### config.mk
export PLATFORM = sky130hd
export DESIGN_NAME = cvt_irq_hub
export DESIGN_NICKNAME = d
export VERILOG_FILES = /design/src/rtl/cvt_irq_pkg.sv /design/src/rtl/cvt_slot_flags.sv /design/src/rtl/cvt_err_flag.sv /design/src/rtl/cvt_vec_enc.sv /design/src/rtl/cvt_irq_hub.sv
export SDC_FILE = /design/constraint.sdc
export NUM_CORES = 1
export LEC_CHECK = 0
export BUFFER_PORTS_ARGS = -buffer_cell sky130_fd_sc_hd__buf_2
export CAP_MARGIN = 40
export CORE_MARGIN = 2
export CORE_UTILIZATION = 46
export DETAILED_ROUTE_END_ITERATION = 6
export GPL_TIMING_DRIVEN = 0
export MAX_ROUTING_LAYER = met4
export PLACE_DENSITY = 0.8
export SLEW_MARGIN = 0
export SYNTH_ARGS = -nofsm -noshare
export SYNTH_HDL_FRONTEND = slang
export SYNTH_SLANG_ARGS = --single-unit
### constraint.sdc
create_clock -name clk -period 3.5 [get_ports clk]
set_clock_uncertainty 0.1 [all_clocks]
set_input_delay 0.7 -clock clk [delete_from_list [all_inputs] [get_ports clk]]
set_output_delay 0.7 -clock clk [all_outputs]
set_load 0.05 [all_outputs]
### src/rtl/cvt_irq_pkg.sv
package cvt_irq_pkg;
  localparam int unsigned CODE_NONE      = 0;
  localparam int unsigned CODE_OVF       = 2;
  localparam int unsigned CODE_TMO       = 4;
  localparam int unsigned CODE_SLOT_BASE = 6;
  localparam int unsigned CODE_STEP      = 2;

  function automatic int unsigned slot_code(input int unsigned n);
    return CODE_SLOT_BASE + CODE_STEP * n;
  endfunction

  function automatic int unsigned code_width(input int unsigned nslot);
    return $clog2(slot_code(nslot - 1) + 1);
  endfunction
endpackage

### src/rtl/cvt_slot_flags.sv
module cvt_slot_flags #(
  parameter int unsigned NSLOT = 16
) (
  input  logic             clk,
  input  logic             rst_n,
  input  logic [NSLOT-1:0] wr_i,
  input  logic [NSLOT-1:0] rd_i,
  output logic [NSLOT-1:0] flag_o,
  output logic             clash_o
);
  logic [NSLOT-1:0] flag_q;

  generate
    for (genvar g = 0; g < NSLOT; g++) begin : g_slot
      logic bit_q;
      logic bit_d;
      logic bit_en;

      // next state: any strobe updates, write dominates read
      always_comb begin
        bit_en = wr_i[g] | rd_i[g];
        bit_d  = wr_i[g];
      end

      always_ff @(posedge clk or negedge rst_n) begin
        if (!rst_n)      bit_q <= 1'b0;
        else if (bit_en) bit_q <= bit_d;
      end

      assign flag_q[g] = bit_q;
    end
  endgenerate

  assign flag_o  = flag_q;
  // a load onto an unread result that is not being read now loses data
  assign clash_o = |(wr_i & flag_q & ~rd_i);
endmodule

### src/rtl/cvt_err_flag.sv
module cvt_err_flag (
  input  logic clk,
  input  logic rst_n,
  input  logic set_i,
  input  logic clr_i,
  output logic flag_o
);
  logic flag_q;
  logic flag_d;
  logic flag_en;

  always_comb begin
    flag_en = set_i | clr_i;
    flag_d  = set_i;
  end

  always_ff @(posedge clk or negedge rst_n) begin
    if (!rst_n)       flag_q <= 1'b0;
    else if (flag_en) flag_q <= flag_d;
  end

  assign flag_o = flag_q;
endmodule

### src/rtl/cvt_vec_enc.sv
module cvt_vec_enc
  import cvt_irq_pkg::*;
#(
  parameter int unsigned NSLOT = 16,
  parameter int unsigned VW    = code_width(NSLOT)
) (
  input  logic [NSLOT-1:0] slot_pend_i,
  input  logic             ovf_pend_i,
  input  logic             tmo_pend_i,
  output logic [VW-1:0]    code_o,
  output logic             any_o
);
  always_comb begin
    code_o = VW'(CODE_NONE);
    for (int i = NSLOT - 1; i >= 0; i--) begin
      if (slot_pend_i[i]) code_o = VW'(slot_code(i));
    end
    if (tmo_pend_i) code_o = VW'(CODE_TMO);
    if (ovf_pend_i) code_o = VW'(CODE_OVF);
  end

  assign any_o = ovf_pend_i | tmo_pend_i | (|slot_pend_i);
endmodule

### src/rtl/cvt_irq_hub.sv
module cvt_irq_hub
  import cvt_irq_pkg::*;
#(
  parameter int unsigned NSLOT = 16,
  parameter int unsigned VW    = code_width(NSLOT)
) (
  input  logic             clk,
  input  logic             rst_n,
  input  logic [NSLOT-1:0] slot_wr,
  input  logic [NSLOT-1:0] slot_rd,
  input  logic             tmo_evt,
  input  logic             vec_rd,
  input  logic [NSLOT-1:0] slot_en,
  input  logic             ovf_en,
  input  logic             tmo_en,
  output logic [NSLOT-1:0] slot_flags,
  output logic             ovf_flag,
  output logic             tmo_flag,
  output logic             irq,
  output logic [VW-1:0]    vec
);
  logic [1:0]       rsync_q;
  logic             rst_sync_n;
  logic             clash;
  logic [NSLOT-1:0] flags_w;
  logic             ovf_w;
  logic             tmo_w;
  logic [VW-1:0]    code_w;
  logic             any_w;
  logic             ovf_clr;
  logic             tmo_clr;

  // asynchronous assertion, synchronous release
  always_ff @(posedge clk or negedge rst_n) begin
    if (!rst_n) rsync_q <= 2'b00;
    else        rsync_q <= {rsync_q[0], 1'b1};
  end
  assign rst_sync_n = rsync_q[1];

  cvt_slot_flags #(.NSLOT(NSLOT)) u_slots (
    .clk    (clk),
    .rst_n  (rst_sync_n),
    .wr_i   (slot_wr),
    .rd_i   (slot_rd),
    .flag_o (flags_w),
    .clash_o(clash)
  );

  assign ovf_clr = vec_rd && (code_w == VW'(CODE_OVF));
  assign tmo_clr = vec_rd && (code_w == VW'(CODE_TMO));

  cvt_err_flag u_ovf (
    .clk   (clk),
    .rst_n (rst_sync_n),
    .set_i (clash),
    .clr_i (ovf_clr),
    .flag_o(ovf_w)
  );

  cvt_err_flag u_tmo (
    .clk   (clk),
    .rst_n (rst_sync_n),
    .set_i (tmo_evt),
    .clr_i (tmo_clr),
    .flag_o(tmo_w)
  );

  cvt_vec_enc #(.NSLOT(NSLOT), .VW(VW)) u_enc (
    .slot_pend_i(flags_w & slot_en),
    .ovf_pend_i (ovf_w & ovf_en),
    .tmo_pend_i (tmo_w & tmo_en),
    .code_o     (code_w),
    .any_o      (any_w)
  );

  assign slot_flags = flags_w;
  assign ovf_flag   = ovf_w;
  assign tmo_flag   = tmo_w;
  assign irq        = any_w;
  assign vec        = code_w;
endmodule

==> summary.txt <==
GRT
  • Initial antenna violation count: 0
  • Vias in the first global route: 1342
  • Largest net degree at the start of global routing: 19
  • Global route overflow: 0
  • Tot GR Track Use: 0.210
  • First-pass GRT wire length: 5.32 mm

Synth
  • Yosys cell types: 32
  • Syn Nets: 202
  • Post-synth top area cell: dfrtp_1
  • Syn Inst Count: 148
  • Ys Warns: 0
  • Synth area leaders: dfrtp_1, buf_4, nand3b_1
  • Synth Area per Inst: 8.98 µm²
  • Seq cells post-synth: 20
  • Primary FF master, synth: dfrtp_1
  • Share of Yosys cell area claimed by the top area cell type: 0.377
  • Sequential fraction of the synthesis area: 0.377
  • Mapped cell area: 1330 µm²
  • EDFF count, synth: 0
  • FFs w/ async S/R, synth: 1.00

STA
  • Final hold vios: 0
  • Max-slew headroom at the worst pin: 0.496
  • RSZ-0062 raised after global routing: false
  • Final hold slack: 0.0597 ns
  • Fin Setup TNS: 0 ns
  • Setup violators final: 0
  • Post-route minimum period: 3.03 ns
  • Final period util: 0.867
  • Slew @ Worst Pin: 0.755 ns
  • Highest Clock Rate: 330 MHz
  • Final Max Tran Viols: 0

Placed design
  • Area after DPL: 1750 µm²
  • Port Buffers: 77
  • Post-DP HPWL: 2.76 mm
  • Placer Congestion: 0.861

Die
  • Initial Utilization: 0.482
  • Core area: 2760 µm²
  • # rows: 19
  • Boundary Pins: 79
  • Width of the die: 57.7 µm
  • Die Height: 57.7 µm
  • Die area: 3330 µm²

Layout
  • Final Cell Area: 1790 µm²
  • Final #Nets: 284
  • Final core occ: 0.649
  • Fill count: 263
  • Ant diodes: 0
  • Area grow syn2layout: 34.7%
  • Layout cells sized above 1: 0.450

Worst setup path
  • Kind of critical path: in2out
  • CP Max Fanout: 3
  • CP max stage delay: 0.37 ns
  • Setup crit start kind: primary input
  • Buf/Inv on CP: 2
  • Crit-path slowest cell: or3_1
  • Reg-to-reg startpoint: u_slots.g_slot[7].bit_q
  • Cell count along the critical path: 6
  • CP Cell Sequence: buf_2, a22oi_1, a311oi_1, or3_1, a311oi_2, buf_2
  • Cell repeated most along the worst path: buf_2
  • Crit path arrival time: 2.23 ns
  • Worst Reg-to-Reg Cells: 5
  • Crit-path leading delay family: compound AO/OA/AOI/OAI gates
  • Req. time, crit path: 2.70 ns
  • CP endpoint kind: output port
  • CP startpoint: slot_en[14]

Clock tree
  • TritonCTS Buffers: 3
  • Post-cts hold buffer count: 0
  • Root buffer cell: clkbuf_4
  • Reg clk slew, reported paths: 0.11 ns
  • CTS H-tree lvls: 1
  • Largest buffer count on any clock path: 2
  • Clk_lat worst skew: 0.30 ns
  • CTS tree: done
  • Setup bufs post-CTS: 0
  • PostCTS Resize Cnt: 0
  • Clk sink count: 20

Power
  • Flop pwr share: 0.437
  • P_sw: 219 µW
  • Clock power frac: 0.220
  • Switching Share: 0.357
  • LEAKAGE: 0.000962 µW
  • Share of total power in combinational logic: 0.342
  • Worst VDD drop: 0.000318 V
  • Power Density: 343 nW/µm²
  • Pint: 394 µW

Routing
  • DR iter-0 viols: 12
  • Router iterations before antenna repair: 4
  • Vias per inst: 5.15
  • Drt total wl: 3.19 mm
  • Final ANT Viol Nets: 0
  • # DRC: 0
  • Routed via count: 1340
  • WL/cell: 12.3 µm

Status
  • Run status: complete, no violations

Run
  • Max cap viols: 0

Worst hold path
  • Worst hold path class: in2async
## cell families after synthesis
kind of cell | Yosys count | share of synthesized area
buffers and inverters | 34 | 0.144
DFF | 20 | 0.377
other | 2 | 0.00565
and+or+nand+nor | 53 | 0.237
AOI/OAI and AO/OA | 39 | 0.236
## layout by cell type (no fill, tap or decap), types with 2 or more instances in the layout
cell / netlist / layout
and3_1: 2 / 2
and2_1: 3 / 3
a22o_1: 3 / 3
nand4_1: 5 / 5
dfrtp_1: 20 / 20
a21oi_1: 2 / 2
conb_1: 2 / 2
a32oi_1: 4 / 4
buf_4: 17 / 17
nand3b_1: 16 / 16
nor2_1: 4 / 4
a22oi_1: 5 / 5
inv_1: 17 / 17
buf_2: 0 / 77
clkbuf_4: 0 / 3
a21o_1: 15 / 15
nand2_1: 13 / 13
o21ai_0: 2 / 2
nand3_1: 2 / 2
nor2b_1: 2 / 2
## synthesized netlist by cell type (2+ instances only)
cell type and n:
a21o_1 15, a21oi_1 2, a22o_1 3, a22oi_1 5, a32oi_1 4, and2_1 3, and3_1 2, buf_4 17
conb_1 2, dfrtp_1 20, inv_1 17, nand2_1 13, nand3_1 2, nand3b_1 16, nand4_1 5, nor2_1 4
nor2b_1 2, o21ai_0 2
## state kept, by name, summed over array words and instances, names as in the netlist
signal                count
u_ovf.flag_o              1
u_slots.g_slot.bit_q     16
rsync_q                   2
u_tmo.flag_o              1
## worst register-to-register path, cell delays in order, from the launching register on
cell	delay [ns]
dfrtp_1	0.44
a22o_1	0.27
nor4_2	0.42
a32oi_1	0.19
or2_0	0.23
o32a_1	0.28
## path summary, 6_finish.rpt
path	endpoint	slack, ns
max	vec[2]	0.47
min	rsync_q[1]	0.06
max reg2reg	u_ovf.flag_o	1.47
min reg2reg	u_slots.g_slot[10].bit_q	0.21
max in group asynchronous	u_slots.g_slot[6].bit_q	2.61
min in group clk	rsync_q[1]	0.26
## power by group through the flow
stage | clock, µW | combinational (µW) | sequential, µW
after floorplan | 0 | 144 | 271
after CTS | 140 | 211 | 269
after global routing | 149 | 229 | 272
after global placement | 0 | 208 | 272
final | 135 | 210 | 268
after detailed placement | 0 | 211 | 273
## cell type report
class | count | area (µm²) | area share
plain buffers | 17 | 128 | 0.0713
clock buffers | 4 | 36.3 | 0.0203
inverters | 17 | 63.8 | 0.0357
multi-input cells | 94 | 637 | 0.356
flip-flops and latches | 20 | 500 | 0.280
well taps | 31 | 38.8 | 0.0217
repair buffers | 77 | 385 | 0.215
## stage by stage
| stage | setup WS (ns) | power (µW) | std cells |
|---|---|---|---|
| 4_1_cts | 0.471 | 619 | 260 |
| 3_5_place_dp | 0.471 | 484 | 256 |
| 2_1_floorplan | 0.181 | 415 | 148 |
| 5_1_grt | 0.333 | 650 | 260 |
| 6_report | 0.467 | 613 | 260 |
| 3_3_place_gp | 0.463 | 480 | 256 |
## layer usage
metal,up-vias,track usage,part of all wire
met5,-,-,0
met3,4,0.0603,0.066
li1,679,-,-
met1,611,0.245,0.43
met4,0,0.0399,0.0066
met2,46,0.364,0.49
Power figures use the tool's default switching activity.
